`config.mk`:
```
export PLATFORM = sky130hd
export DESIGN_NAME = vfp_status_reg
export DESIGN_NICKNAME = d
export VERILOG_FILES = /design/src/rtl/fsr_pkg.sv /design/src/rtl/fsr_wmask.sv /design/src/rtl/fsr_flag_route.sv /design/src/rtl/fsr_rnd_field.sv /design/src/rtl/vfp_status_reg.sv
export SDC_FILE = /design/constraint.sdc
export NUM_CORES = 1
export LEC_CHECK = 0
export ABC_AREA = 1
export BUFFER_PORTS_ARGS = -buffer_cell sky130_fd_sc_hd__buf_4
export CAP_MARGIN = 40
export CORE_MARGIN = 8
export CORE_UTILIZATION = 25
export CTS_CLUSTER_DIAMETER = 200
export DETAILED_ROUTE_END_ITERATION = 12
export PLACE_DENSITY = 0.67
export SYNTH_ARGS = -nofsm -noshare
export SYNTH_HDL_FRONTEND = slang
export SYNTH_SLANG_ARGS = --single-unit
```
`constraint.sdc`:
```
create_clock -name clk -period 0.8 [get_ports clk]
set_clock_uncertainty 0.05 [all_clocks]
set_input_delay 0 -clock clk [delete_from_list [all_inputs] [get_ports clk]]
set_output_delay 0 -clock clk [all_outputs]
set_load 0.05 [all_outputs]
```
`src/rtl/fsr_pkg.sv`:
```
package fsr_pkg;
   localparam int unsigned FSR_WORD_W  = 32;
   localparam int unsigned FSR_N_WORDS = 4;
   localparam int unsigned FSR_DP_LANES = 2;
   localparam logic [31:0] FSR_MASK_EDGE = 32'h0000_0F07;
   localparam logic [31:0] FSR_MASK_MID  = 32'h0000_3F07;
   localparam int unsigned FSR_SP_FW  = 3;
   localparam int unsigned FSR_DP_FW  = 6;
   localparam int unsigned FSR_DP_LSB = 8;
   localparam int unsigned FSR_DZ_LSB = 8;
   localparam int unsigned FSR_RND_LSB = 8;
   localparam int unsigned FSR_RND_W  = 2;

   typedef enum logic [1:0] {
      RND_NEAR_EVEN = 2'd0,
      RND_ZERO      = 2'd1,
      RND_POS_INF   = 2'd2,
      RND_NEG_INF   = 2'd3
   } rnd_mode_e;
endpackage

```
`src/rtl/fsr_wmask.sv`:
```
module fsr_wmask #(
   parameter int unsigned WORD_W    = 32,
   parameter int unsigned N_WORDS   = 4,
   parameter logic [31:0] MASK_EDGE = 32'h0000_0F07,
   parameter logic [31:0] MASK_MID  = 32'h0000_3F07,
   localparam int unsigned REG_W    = WORD_W * N_WORDS
) (
   input  logic [REG_W-1:0] din,
   output logic [REG_W-1:0] dout,
   output logic [REG_W-1:0] keep
);
   if (WORD_W > 32) begin : g_bad_width
      $error("fsr_wmask: WORD_W above 32 not supported");
   end

   for (genvar w = 0; w < N_WORDS; w++) begin : g_word
      if (w == 0 || w == N_WORDS - 1) begin : g_edge
         assign keep[w*WORD_W +: WORD_W] = MASK_EDGE[WORD_W-1:0];
      end else begin : g_mid
         assign keep[w*WORD_W +: WORD_W] = MASK_MID[WORD_W-1:0];
      end
      assign dout[w*WORD_W +: WORD_W] = din[w*WORD_W +: WORD_W] & keep[w*WORD_W +: WORD_W];
   end
endmodule

```
`src/rtl/fsr_flag_route.sv`:
```
module fsr_flag_route #(
   parameter int unsigned WORD_W   = 32,
   parameter int unsigned N_WORDS  = 4,
   parameter int unsigned DP_LANES = 2,
   parameter int unsigned SP_FW    = 3,
   parameter int unsigned DP_FW    = 6,
   parameter int unsigned DP_LSB   = 8,
   parameter int unsigned DZ_LSB   = 8,
   localparam int unsigned REG_W   = WORD_W * N_WORDS,
   localparam int unsigned SPI_W   = $clog2(N_WORDS) + 1,
   localparam int unsigned DPI_W   = $clog2(DP_LANES) + 1
) (
   input  logic             sp_set,
   input  logic [SPI_W-1:0] sp_lane,
   input  logic [SP_FW-1:0] sp_flags,
   input  logic             dz_set,
   input  logic [SPI_W-1:0] dz_lane,
   input  logic             dp_set,
   input  logic [DPI_W-1:0] dp_lane,
   input  logic [DP_FW-1:0] dp_flags,
   output logic [REG_W-1:0] set_bits
);
   logic [REG_W-1:0] sp_part, dz_part, dp_part;

   for (genvar n = 0; n < N_WORDS; n++) begin : g_sp
      wire sp_hit = sp_set && (sp_lane == SPI_W'(n));
      wire dz_hit = dz_set && (dz_lane == SPI_W'(n));
      assign sp_part[n*WORD_W +: WORD_W] =
         sp_hit ? WORD_W'(sp_flags) : '0;
      if (n == 0) begin : g_dz_word
         always_comb begin
            dz_part[WORD_W-1:0] = '0;
            for (int k = 0; k < N_WORDS; k++)
               if (dz_set && dz_lane == SPI_W'(k))
                  dz_part[DZ_LSB + k] = 1'b1;
         end
      end else begin : g_dz_none
         assign dz_part[n*WORD_W +: WORD_W] = '0;
      end
      if (n >= 1 && n <= DP_LANES) begin : g_dp_word
         assign dp_part[n*WORD_W +: WORD_W] =
            (dp_set && dp_lane == DPI_W'(n - 1)) ? (WORD_W'(dp_flags) << DP_LSB) : '0;
      end else begin : g_dp_none
         assign dp_part[n*WORD_W +: WORD_W] = '0;
      end
      logic unused_dz_hit;
      assign unused_dz_hit = dz_hit;
   end

   assign set_bits = sp_part | dz_part | dp_part;
endmodule

```
`src/rtl/fsr_rnd_field.sv`:
```
module fsr_rnd_field #(
   parameter int unsigned WORD_W   = 32,
   parameter int unsigned DP_LANES = 2,
   parameter int unsigned RND_LSB  = 8,
   parameter int unsigned RND_W    = 2,
   localparam int unsigned DPI_W   = $clog2(DP_LANES) + 1
) (
   input  logic              wr_en,
   input  logic [DPI_W-1:0]  wr_lane,
   input  logic [RND_W-1:0]  wr_mode,
   input  logic [DPI_W-1:0]  rd_lane,
   input  logic [WORD_W-1:0] cur_word,
   output logic [WORD_W-1:0] fld_mask,
   output logic [WORD_W-1:0] fld_val,
   output logic [RND_W-1:0]  rd_mode
);
   always_comb begin
      fld_mask = '0;
      fld_val  = '0;
      rd_mode  = '0;
      for (int s = 0; s < DP_LANES; s++) begin
         if (wr_en && wr_lane == DPI_W'(s)) begin
            fld_mask[RND_LSB + s*RND_W +: RND_W] = '1;
            fld_val [RND_LSB + s*RND_W +: RND_W] = wr_mode;
         end
         if (rd_lane == DPI_W'(s))
            rd_mode = cur_word[RND_LSB + s*RND_W +: RND_W];
      end
   end
endmodule

```
`src/rtl/vfp_status_reg.sv`:
```
module vfp_status_reg
   import fsr_pkg::*;
#(
   parameter int unsigned WORD_W    = FSR_WORD_W,
   parameter int unsigned N_WORDS   = FSR_N_WORDS,
   parameter int unsigned DP_LANES  = FSR_DP_LANES,
   parameter logic [31:0] MASK_EDGE = FSR_MASK_EDGE,
   parameter logic [31:0] MASK_MID  = FSR_MASK_MID,
   parameter int unsigned SP_FW     = FSR_SP_FW,
   parameter int unsigned DP_FW     = FSR_DP_FW,
   parameter int unsigned DP_LSB    = FSR_DP_LSB,
   parameter int unsigned DZ_LSB    = FSR_DZ_LSB,
   parameter int unsigned RND_LSB   = FSR_RND_LSB,
   parameter int unsigned RND_W     = FSR_RND_W,
   localparam int unsigned REG_W    = WORD_W * N_WORDS,
   localparam int unsigned SPI_W    = $clog2(N_WORDS) + 1,
   localparam int unsigned DPI_W    = $clog2(DP_LANES) + 1,
   localparam int unsigned TOP_LSB  = (N_WORDS - 1) * WORD_W
) (
   input  logic             clk,
   input  logic             rst_n,
   input  logic             sw_we,
   input  logic [REG_W-1:0] sw_wdata,
   output logic [REG_W-1:0] sw_rdata,
   input  logic             rnd_we,
   input  logic [DPI_W-1:0] rnd_lane,
   input  logic [RND_W-1:0] rnd_mode,
   input  logic [DPI_W-1:0] rnd_rd_lane,
   output logic [RND_W-1:0] rnd_rd_mode,
   input  logic             sp_set,
   input  logic [SPI_W-1:0] sp_lane,
   input  logic [SP_FW-1:0] sp_flags,
   input  logic             dz_set,
   input  logic [SPI_W-1:0] dz_lane,
   input  logic             dp_set,
   input  logic [DPI_W-1:0] dp_lane,
   input  logic [DP_FW-1:0] dp_flags
);
   if (N_WORDS < DP_LANES + 1) begin : g_chk_words
      $error("vfp_status_reg: too few words for the double lanes");
   end
   if (DP_LSB + DP_FW > WORD_W || DZ_LSB + N_WORDS > WORD_W ||
       RND_LSB + RND_W * DP_LANES > WORD_W) begin : g_chk_fields
      $error("vfp_status_reg: field does not fit in a word");
   end
   if (SP_FW > DP_LSB) begin : g_chk_overlap
      $error("vfp_status_reg: single flags overlap double flags");
   end

   logic [REG_W-1:0]  state, nxt, wr_masked, keep, set_bits, base;
   logic [WORD_W-1:0] fld_mask, fld_val;

   fsr_wmask #(.WORD_W(WORD_W), .N_WORDS(N_WORDS),
               .MASK_EDGE(MASK_EDGE), .MASK_MID(MASK_MID)) u_wmask (
      .din(sw_wdata), .dout(wr_masked), .keep(keep));

   fsr_flag_route #(.WORD_W(WORD_W), .N_WORDS(N_WORDS), .DP_LANES(DP_LANES),
                    .SP_FW(SP_FW), .DP_FW(DP_FW), .DP_LSB(DP_LSB),
                    .DZ_LSB(DZ_LSB)) u_route (
      .sp_set(sp_set), .sp_lane(sp_lane), .sp_flags(sp_flags),
      .dz_set(dz_set), .dz_lane(dz_lane),
      .dp_set(dp_set), .dp_lane(dp_lane), .dp_flags(dp_flags),
      .set_bits(set_bits));

   fsr_rnd_field #(.WORD_W(WORD_W), .DP_LANES(DP_LANES),
                   .RND_LSB(RND_LSB), .RND_W(RND_W)) u_rnd (
      .wr_en(rnd_we), .wr_lane(rnd_lane), .wr_mode(rnd_mode),
      .rd_lane(rnd_rd_lane), .cur_word(state[TOP_LSB +: WORD_W]),
      .fld_mask(fld_mask), .fld_val(fld_val), .rd_mode(rnd_rd_mode));

   // write first, sticky OR next, rounding field last
   assign base = sw_we ? wr_masked : state;
   assign nxt  = ((base | set_bits) & ~(REG_W'(fld_mask) << TOP_LSB))
               | (REG_W'(fld_val) << TOP_LSB);

   always_ff @(posedge clk or negedge rst_n) begin
      if (!rst_n) state <= '0;
      else        state <= nxt;
   end

   assign sw_rdata = state;

   localparam logic [REG_W-1:0] RND_ALL =
      REG_W'({(RND_W * DP_LANES){1'b1}}) << (TOP_LSB + RND_LSB);


   reserved_zero_chk: assert property (@(posedge clk) disable iff (!rst_n)
      (state & ~keep) == '0);


   sticky_chk: assert property (@(posedge clk) disable iff (!rst_n)
      !sw_we |=> (($past(state) & ~RND_ALL & ~state) == '0));


   rnd_write_chk: assert property (@(posedge clk) disable iff (!rst_n)
      (rnd_we && rnd_lane < DPI_W'(DP_LANES)) |=>
      (state[TOP_LSB + RND_LSB + int'($past(rnd_lane)) * RND_W +: RND_W] == $past(rnd_mode)));


   sp_flag_chk: assert property (@(posedge clk) disable iff (!rst_n)
      (sp_set && sp_lane < SPI_W'(N_WORDS)) |=>
      ((state[int'($past(sp_lane)) * WORD_W +: SP_FW] & $past(sp_flags)) == $past(sp_flags)));


   dp_flag_chk: assert property (@(posedge clk) disable iff (!rst_n)
      (dp_set && dp_lane < DPI_W'(DP_LANES)) |=>
      ((state[(int'($past(dp_lane)) + 1) * WORD_W + DP_LSB +: DP_FW] & $past(dp_flags))
        == $past(dp_flags)));


   oob_ignore_chk: assert property (@(posedge clk) disable iff (!rst_n)
      (!sw_we && !rnd_we && !dz_set && !dp_set && sp_set && sp_lane >= SPI_W'(N_WORDS))
      |=> (state == $past(state)));
endmodule

```
==> key figures <==
Die
  • Chip Height: 114 um
  • # IOs: 288
  • Core Area: 9280 um^2
  • Row count: 35
  • Die Wd: 114 um
  • Initial cell density of the core: 25.8%
  • Die area: 13000 um^2

Synth
  • Synth warn: 0
  • Top-count cell post-synth: buf_4
  • Post-synth top flop: dfrtp_1
  • Synth top cells by count: 97 x buf_4, 57 x nand2_1, 41 x nand3_1
  • FF+latch count, synth: 32
  • Mapped Avg Cell Area: 7.74 um^2
  • Ys async rst share: 100%
  • Post-synth top area share: 33.4%
  • Netlist cell types: 18
  • Register area share after synthesis: 33.4%
  • Yosys top cell by area: dfrtp_1
  • Post-synth EDFFs: 0
  • Syn Std Cell Area: 2400 um^2
  • Synth top area cells: dfrtp_1 33%, buf_4 30%, nand2_1 8.9%
  • Syn Inst Count: 310

STA
  • Hold WS: -29.2 ps
  • Worst setup margin: -252 ps
  • Min Tclk post-route: 1050 ps
  • Setup violations, final: 50
  • Max Freq: 951 MHz
  • Fin. Hold Viols: 4
  • Slew Limit Fails: 0
  • Sum Neg Setup Slack: -4640 ps
  • RSZ-0062 raised after global routing: yes
  • Final period util: 131%

Critical path
  • Worst-path cell chain: nand3_4 > o21ai_4 > buf_6
  • Data required time of the worst path: 750 ps
  • WS Path Type: reg2out
  • Element type at the critical path end: output port
  • Type of origin of the critical path: flip-flop
  • Worst endpoint data arrival time: 1000 ps
  • Crit-path slowest cell: dfrtp_2
  • Crit-path max cell delay: 430 ps
  • Max FO, Critical Path: 2
  • Crit path buffers/inverters: 1
  • CP top delay family: flip-flops

Cells and area
  • Number of inserted diodes: 0
  • Share of layout cells above drive strength 1: 38.9%
  • Fillers: 934
  • Synth-to-layout area growth: 60.6%
  • Multi-input gate area: 1130 um^2
  • FF+latch area: 841 um^2
  • Post-Layout Cell Count: 599
  • Nets: 627

GRT
  • GRT Util Overall: 11.7%
  • Antenna violations before repair: 0
  • GR peak layer: met2
  • Met3 GRT Util: 4.01%
  • GR met2 Demand/Resource: 21.9%
  • Number of global-route vias before repair: 2486
  • Met1 Track Usage GR: 11.8%
  • GR Overflow Total: 0
  • Largest net degree at the start of global routing: 33
  • First-pass GRT wire length: 12200 um

Routing
  • Total Routed Length: 8090 um
  • Vias/cell: 3.83
  • DRT Pass-1 Iters: 4
  • Post-DRT Antenna Nets: 0
  • Avg WL per Cell: 13.5 um
  • DR vias: 2295
  • DR DRC count: 0
  • DRT iter0 DRCs: 59

Placed design
  • Hpwl dp: 5670 um
  • Final Wtd Congestion: 0.784
  • Cells after DPL: 532
  • Pre-CTS WS: -64.4 ps
  • Port bufs: 95

Clock network
  • Clock transition at path regs: 70 ps
  • CTS tree: done
  • Sink Count: 32
  • CTS max path bufs: 2
  • TritonCTS buffer count: 5
  • Clk_lat worst skew: 270 ps
  • Htree depth: 2
  • Root buf cell: clkbuf_8

Power
  • Overall power: 6480 uW
  • Peak VDD IR: 0.694 mV
  • PwrDens: 1680 nW/um^2
  • Static leakage: 0.00201 uW

Job
  • Max-cap violations: 0

Hold path
  • HP Class: in2reg

Status
  • Failing checks: negative hold slack, negative setup slack
  • Status: finished, violations left
## worst min-delay path, cell delays in order
cell and delay (ps):
buf_4 70, nand2_1 40, inv_1 50, a21oi_2 30, o21ai_1 60
## path summary, 6_finish.rpt
kind | startpoint | end | slack [ps] | depth (start not counted)
max | flip-flop | rnd_rd_mode[1] | -250 | 3
min | sw_wdata[72] | sw_rdata[72] | -30 | 5
max reg2reg | flip-flop | flip-flop | -130 | 4
min reg2reg | sw_rdata[32] | sw_rdata[32] | 450 | 2
max in group asynchronous | rst_n | sw_rdata[9] | 190 | 2
min in group asynchronous | rst_n | sw_rdata[2] | 170 | 2
## power breakdown
group	internal [uW]	switching (uW)
Clock	703	608
Sequential	1820	148
Combinational	1000	2200
Total	3520	2960
## cells in the final DEF, fill, tap and decap left out, types with 3 or more instances in the layout
master	instances
a21oi_2	9
buf_4	66
buf_6	45
clkbuf_8	6
conb_1	96
dfrtp_2	32
dlygate4sd3_1	45
inv_1	24
inv_2	3
nand2_1	55
nand2_2	6
nand3_1	35
nand3_2	4
nand4_1	4
nor2_1	14
o21ai_1	11
## cell families (layout without fill, tap and decap cells)
kind of cell | count (synthesis) | in the layout | share of synthesized area [%]
flip-flops | 32 | 32 | 33.4
buffers and inverters | 131 | 196 | 37.7
other | 1 | 96 | 0.156
AND/OR/NAND/NOR | 124 | 124 | 22.8
AO/OA/AOI/OAI | 22 | 22 | 6.00
## through the flow
| step | instance area (um^2) | util, % |
|---|---|---|
| finish | 3850 | 41.5 |
| global route | 3850 | 41.5 |
| CTS | 3750 | 40.4 |
| detailed placement | 2970 | 32.0 |
| global placement | 2970 | 32.0 |
| floorplan | 2830 | - |
## per-layer routing
| layer | part of all wire [%] | wire, um | up-vias |
|---|---|---|---|
| met5 | 0 | 0 | - |
| met4 | 1.1 | 87 | 0 |
| met3 | 8.3 | 669 | 6 |
| met2 | 52 | 4240 | 125 |
| met1 | 38 | 3090 | 1070 |
| li1 | - | - | 1094 |
## area by class of cell
class                   count  area share (%)
flip-flops and latches     32            21.8
repair buffers            160            39.3
clock buffers               8            2.34
inverters                  28            2.86
multi-input cells         242            29.4
well taps                 129            4.19
## timing repair
item	CTS	global route
setup endpoints to repair	36	58
hold buffers	47	2
pin swaps	2	8
endpoints found under the hold margin	64	8
gates resized for setup	40	22
cloned	0	0
setup buffers	9	4
(Power assumes the default switching activity.)
